--- src/rtl/uart_rxerr_pkg.sv ---
package uart_rxerr_pkg;
   localparam int FLAG_W = 4;
   localparam int CTRL_W = 4;

   localparam int FLG_PAR = 0;
   localparam int FLG_FRM = 1;
   localparam int FLG_NSE = 2;
   localparam int FLG_OVR = 3;

   localparam int CTL_RXNE_IE = 0;
   localparam int CTL_ERR_IE  = 1;
   localparam int CTL_PAR_IE  = 2;
   localparam int CTL_OVR_DIS = 3;

   typedef struct packed {
      logic ovr;
      logic nse;
      logic frm;
      logic par;
   } err_flags_t;
endpackage

--- src/rtl/rxerr_accept.sv ---
module rxerr_accept (
   input  logic rx_done,
   input  logic fifo_full,
   input  logic ovr_dis,
   output logic char_wr,
   output logic char_drop
);
   logic blocked;

   always_comb begin
      blocked   = fifo_full & ~ovr_dis;
      char_wr   = rx_done & ~blocked;
      char_drop = rx_done & blocked;
   end
endmodule

--- src/rtl/rxerr_flag_cell.sv ---
module rxerr_flag_cell #(
   parameter bit SET_WINS = 1'b1
) (
   input  logic clk,
   input  logic rst_n,
   input  logic set_i,
   input  logic clr_i,
   input  logic zero_i,
   output logic q
);
   logic nxt;

   generate
      if (SET_WINS) begin : g_set_prio
         always_comb begin
            if (set_i)      nxt = 1'b1;
            else if (clr_i) nxt = 1'b0;
            else            nxt = q;
         end
      end else begin : g_clr_prio
         always_comb begin
            if (clr_i)      nxt = 1'b0;
            else if (set_i) nxt = 1'b1;
            else            nxt = q;
         end
      end
   endgenerate

   always_ff @(posedge clk or negedge rst_n) begin
      if (!rst_n)      q <= 1'b0;
      else if (zero_i) q <= 1'b0;
      else             q <= nxt;
   end
endmodule

--- src/rtl/rxerr_irq.sv ---
module rxerr_irq
   import uart_rxerr_pkg::*;
#(
   parameter bit IRQ_REG = 1'b1
) (
   input  logic              clk,
   input  logic              rst_n,
   input  logic [FLAG_W-1:0] flags,
   input  logic [CTRL_W-1:0] ctrl,
   input  logic              dma_mode,
   output logic              irq
);
   logic [FLAG_W-1:0] want;
   logic              any;

   always_comb begin
      want           = '0;
      want[FLG_OVR]  = flags[FLG_OVR] & (ctrl[CTL_RXNE_IE] | ctrl[CTL_ERR_IE]);
      want[FLG_NSE]  = flags[FLG_NSE] & dma_mode & ctrl[CTL_ERR_IE];
      want[FLG_FRM]  = flags[FLG_FRM] & ctrl[CTL_ERR_IE];
      want[FLG_PAR]  = flags[FLG_PAR] & ctrl[CTL_PAR_IE];
      any            = |want;
   end

   generate
      if (IRQ_REG) begin : g_reg
         always_ff @(posedge clk or negedge rst_n) begin
            if (!rst_n) irq <= 1'b0;
            else        irq <= any;
         end
      end else begin : g_comb
         assign irq = any;
      end
   endgenerate
endmodule

--- src/rtl/uart_rxerr_status.sv ---
module uart_rxerr_status
   import uart_rxerr_pkg::*;
#(
   parameter bit              SET_WINS = 1'b1,
   parameter bit              IRQ_REG  = 1'b1,
   parameter logic [CTRL_W-1:0] CTRL_RST = '0
) (
   input  logic              clk,
   input  logic              rst_n,
   input  logic              rx_done,
   input  logic              fifo_full,
   input  logic              noise_det,
   input  logic              frame_err,
   input  logic              break_det,
   input  logic              parity_err,
   input  logic              dma_mode,
   input  logic              ctrl_we,
   input  logic [CTRL_W-1:0] ctrl_wdata,
   input  logic              clr_we,
   input  logic [FLAG_W-1:0] clr_wdata,
   output logic              char_wr,
   output logic              char_drop,
   output logic [FLAG_W-1:0] status_o,
   output logic [CTRL_W-1:0] ctrl_o,
   output logic              irq_o
);
   localparam int MAXBIT = (FLAG_W > CTRL_W) ? FLAG_W : CTRL_W;

   generate
      if (FLAG_W != 4) begin : g_bad_flag_w
         $error("status word must be four bits wide");
      end
      if (MAXBIT <= CTL_OVR_DIS) begin : g_bad_ctrl_w
         $error("control word too narrow for overrun disable");
      end
   endgenerate

   logic [CTRL_W-1:0] ctrl_q;
   logic              ovr_dis;
   err_flags_t        set_v;
   logic [FLAG_W-1:0] set_bits;
   logic [FLAG_W-1:0] clr_bits;
   logic [FLAG_W-1:0] zero_bits;
   logic [FLAG_W-1:0] flag_q;

   always_ff @(posedge clk or negedge rst_n) begin
      if (!rst_n)       ctrl_q <= CTRL_RST;
      else if (ctrl_we) ctrl_q <= ctrl_wdata;
   end

   assign ovr_dis = ctrl_q[CTL_OVR_DIS];

   rxerr_accept u_accept (
      .rx_done   (rx_done),
      .fifo_full (fifo_full),
      .ovr_dis   (ovr_dis),
      .char_wr   (char_wr),
      .char_drop (char_drop)
   );

   always_comb begin
      set_v.ovr = char_drop;
      set_v.nse = char_wr & noise_det;
      set_v.frm = char_wr & (frame_err | break_det);
      set_v.par = char_wr & parity_err;
      set_bits  = set_v;
      clr_bits  = clr_we ? clr_wdata : '0;
      zero_bits = '0;
      zero_bits[FLG_OVR] = ovr_dis;
   end

   generate
      for (genvar i = 0; i < FLAG_W; i++) begin : g_flag
         rxerr_flag_cell #(.SET_WINS(SET_WINS)) u_cell (
            .clk    (clk),
            .rst_n  (rst_n),
            .set_i  (set_bits[i]),
            .clr_i  (clr_bits[i]),
            .zero_i (zero_bits[i]),
            .q      (flag_q[i])
         );
      end
   endgenerate

   always_comb begin
      status_o          = flag_q;
      status_o[FLG_OVR] = flag_q[FLG_OVR] & ~ovr_dis;
   end

   assign ctrl_o = ctrl_q;

   rxerr_irq #(.IRQ_REG(IRQ_REG)) u_irq (
      .clk      (clk),
      .rst_n    (rst_n),
      .flags    (status_o),
      .ctrl     (ctrl_q),
      .dma_mode (dma_mode),
      .irq      (irq_o)
   );
endmodule

--- config.mk ---
export PLATFORM = sky130hd
export DESIGN_NAME = uart_rxerr_status
export DESIGN_NICKNAME = d
export VERILOG_FILES = /design/src/rtl/uart_rxerr_pkg.sv /design/src/rtl/rxerr_accept.sv /design/src/rtl/rxerr_flag_cell.sv /design/src/rtl/rxerr_irq.sv /design/src/rtl/uart_rxerr_status.sv
export SDC_FILE = /design/constraint.sdc
export NUM_CORES = 1
export LEC_CHECK = 0
export BUFFER_PORTS_ARGS = -buffer_cell sky130_fd_sc_hd__clkbuf_2
export CAP_MARGIN = 10
export CORE_AREA = 5 5 42 44
export CTS_BUF_LIST = sky130_fd_sc_hd__clkbuf_16
export DETAILED_ROUTE_END_ITERATION = 16
export DIE_AREA = 0 0 47 49
export PLACE_DENSITY = 0.65
export SLEW_MARGIN = 20
export SYNTH_ARGS = -nofsm -noshare
export SYNTH_HDL_FRONTEND = slang
export SYNTH_HIERARCHICAL = 1
export SYNTH_SLANG_ARGS = --single-unit
--- constraint.sdc ---
create_clock -name clk -period 1.6 [get_ports clk]
set_clock_uncertainty 0.15 [all_clocks]
set_input_delay 0.08 -clock clk [delete_from_list [all_inputs] [get_ports clk]]
set_output_delay 0.08 -clock clk [all_outputs]
set_load 0.1 [all_outputs]
==> key figures <==
Run status
  • Status: completed

Setup path
  • CP Launch Type: register
  • Worst Path Arrival: around 1200 ps
  • Crit-path cells: inv_4 > and3_2 > buf_12
  • CP Class: register to output port
  • CP endpoint: char_drop
  • Critical-path top delay cell: dfrtp_4
  • Req. time, crit path: between 1000 and 1500 ps
  • R2r setup slk: around 360 ps
  • Critical Path Max Stage Delay: roughly 510 ps
  • CP Capture Type: output port
  • Cell count of the worst reg-to-reg path: 5
  • RR Endpoint: g_flag[0].u_cell/q$_DFFE_PN0P_
  • Critical path origin: ctrl_o[3]$_DFFE_PN0P_
  • Crit Path Max Fanout: 5
  • Reg2reg start: ctrl_o[3]$_DFFE_PN0P_

STA
  • Max Slew Vio Count: 0
  • Fmax: 0.696 GHz
  • Hold_ws: between 15 and 20 ps
  • Worst Tran Pin Value: 545 ps
  • Final worst slack: 162 ps
  • Final hold vios: 0
  • Final min period: 1440 ps
  • Max_slew headroom: 0.638
  • Finish-stage setup viols: 0
  • Tcrit/Tclk final: 0.899
  • RSZ-0062 raised after global routing: no

Placed design
  • Routability Congestion: ~0.7
  • Port Buf Inserts: 29
  • Setup WS pre-CTS: around 350 ps
  • Area after DPL: between 600 and 700 µm²
  • HPWL after DPL: about 850 µm

CTS
  • Clock sinks: 9
  • Hold Buf Count CTS: 6
  • Root buf cell: clkbuf_16
  • Clock Tree Buf Depth: 2
  • Post-CTS setup buffers: 0
  • CTS HTree Levels: 1
  • Clk slew on worst S/H paths: 40 ps
  • Clk_lat worst skew: 230 ps
  • TritonCTS buffer count: 3
  • CTS tree: yes
  • CTS resizes: 0

Drt
  • Routed vias/inst: approximately 4.3
  • Wirelength, routed: between 1000 and 1500 µm
  • Iter 0 DRT Violations: 3
  • Antenna-violating nets left: 0
  • Via count: approximately 420
  • 1st-pass router iterations: 2
  • WL/cell: ~13 µm
  • Number of remaining DRC errors: 0

Power and ir drop
  • Leak: slightly above 0.0004 µW
  • PD cells: between 1000 and 1500 nW/µm²
  • Pwr Total: approximately 1000 µW
  • Peak VDD IR: 475 µV

Synth
  • Sequential-to-total area share from yosys stat: 0.486
  • YS warnings: 6
  • Simple-Gate Fraction of Synth Area: 0.170
  • FF+latch count, synth: 9
  • Avg Cell Area, Syn: 10.5 µm²
  • Mux cell area share after synthesis: 0.0973
  • Distinct cells, synth: 16
  • Synth Instances: 44
  • Xor and xnor area share after synthesis: 0
  • Post-synthesis adder-cell area fraction: 0
  • Synth Area in Compound Gates: 0.149
  • Largest family of logic cells by synthesized area: simple AND/OR/NAND/NOR gates
  • Synth Cell Area: around 460 µm²

GRT
  • Largest net degree at the start of global routing: 10
  • Total grt overflow: 0
  • GRT Total Usage: 0.122
  • Initial antenna violation count: 0
  • First-pass GRT wire length: 1970 µm
  • Vias in the first global route: 454

Layout
  • Most frequent cells in the layout: 26 x clkbuf_2, 8 x dfrtp_1, 6 x and2_1, 6 x dlygate4sd3_1, 5 x inv_1
  • Nets: 102
  • Share of cells above drive strength 1: 0.500
  • Antenna Cells: 0
  • Final std cell area, no fill: 823 µm²
  • Area growth, synth to finish: 77.8%
  • # fillers: between 100 and 150
  • Finished Core Util: 0.588
  • Most common cell after layout, fill and taps aside: clkbuf_2

Die
  • Die area: between 2000 and 2500 µm²
  • Initial Utilization: 0.330
  • I/O Pins: 30
  • # rows: 14
  • Die width: 47 µm
  • Die Ht: between 40 and 50 µm
  • CORE AREA: 1400 µm²

Job
  • Max cap viols: 0

Worst hold path
  • Min-Delay Path Class: primary input to register
## worst min path at each step
stage,endpoint,cells after the start,slack (ps),startpoint
floorplan,ctrl_o[0]$_DFFE_PN0P_,0,-370,rst_n
global placement,ctrl_o[2]$_DFFE_PN0P_,1,-210,rst_n
detailed placement,ctrl_o[2]$_DFFE_PN0P_,1,-210,rst_n
CTS,ctrl_o[1]$_DFFE_PN0P_,2,20,ctrl_we
global route,ctrl_o[0]$_DFFE_PN0P_,2,30,ctrl_we
finish,ctrl_o[1]$_DFFE_PN0P_,2,20,ctrl_we
## worst max-delay path, delay by kind of cell (launching register included)
kind                   cells  cell delay, ps
DFF                        1             510
buffers and inverters      2             260
and+or+nand+nor            1             210
## layout make-up
| cell class | count | area (µm²) | share of cell area |
|---|---|---|---|
| timing repair buffer | 35 | 250 | 0.304 |
| sequential | 9 | 229 | 0.278 |
| multi-input combinational | 29 | 224 | 0.272 |
| clock buffer | 3 | 75.1 | 0.0912 |
| inverter | 5 | 21.3 | 0.0258 |
| tap | 16 | 20.0 | 0.0243 |
| clock inverter | 1 | 3.75 | 0.00456 |
## metal layers
layer / global-route usage / wire, µm
met1: 0.133 / 478
met4: 0.0829 / 14
met2: 0.201 / 649
met3: 0.0221 / 88
met5: 0 / 0
## cells in the mapped netlist (all sizes together)
library cell / count / area, µm²
dfrtp: 9 / 225
a21oi: 5 / 40.0
and3: 1 / 6.26
a32oi: 1 / 8.76
buf: 3 / 22.5
o21a: 1 / 7.51
nand2b: 4 / 25.0
mux2: 4 / 45.0
nor2b: 1 / 6.26
nor2: 1 / 3.75
o21ai: 1 / 5.00
and2: 6 / 37.5
conb: 1 / 3.75
a21boi: 1 / 7.51
inv: 5 / 18.8
## state kept, by name (all words and copies together), names as in the netlist
| signal | count |
|---|---|
| u_irq/irq | 1 |
| ctrl_o | 4 |
| g_flag.u_cell/q | 4 |
## power breakdown
group          internal, µW  switching [µW]
clock network           326             105
logic                  82.1             221
registers               251            20.3
total                   659             347
## through the flow
stage	cells	TNS [ps]
global placement	88	0
CTS	98	0
floorplan	46	-990
finish	98	0
detailed placement	88	0
global route	98	0
## cells by family after synthesis
group           Yosys count
simple gates             13
compound gates            9
flops                     9
buf+inv                   8
mux                       4
other cells               1
Note: power is estimated with default switching activity, not from simulation.
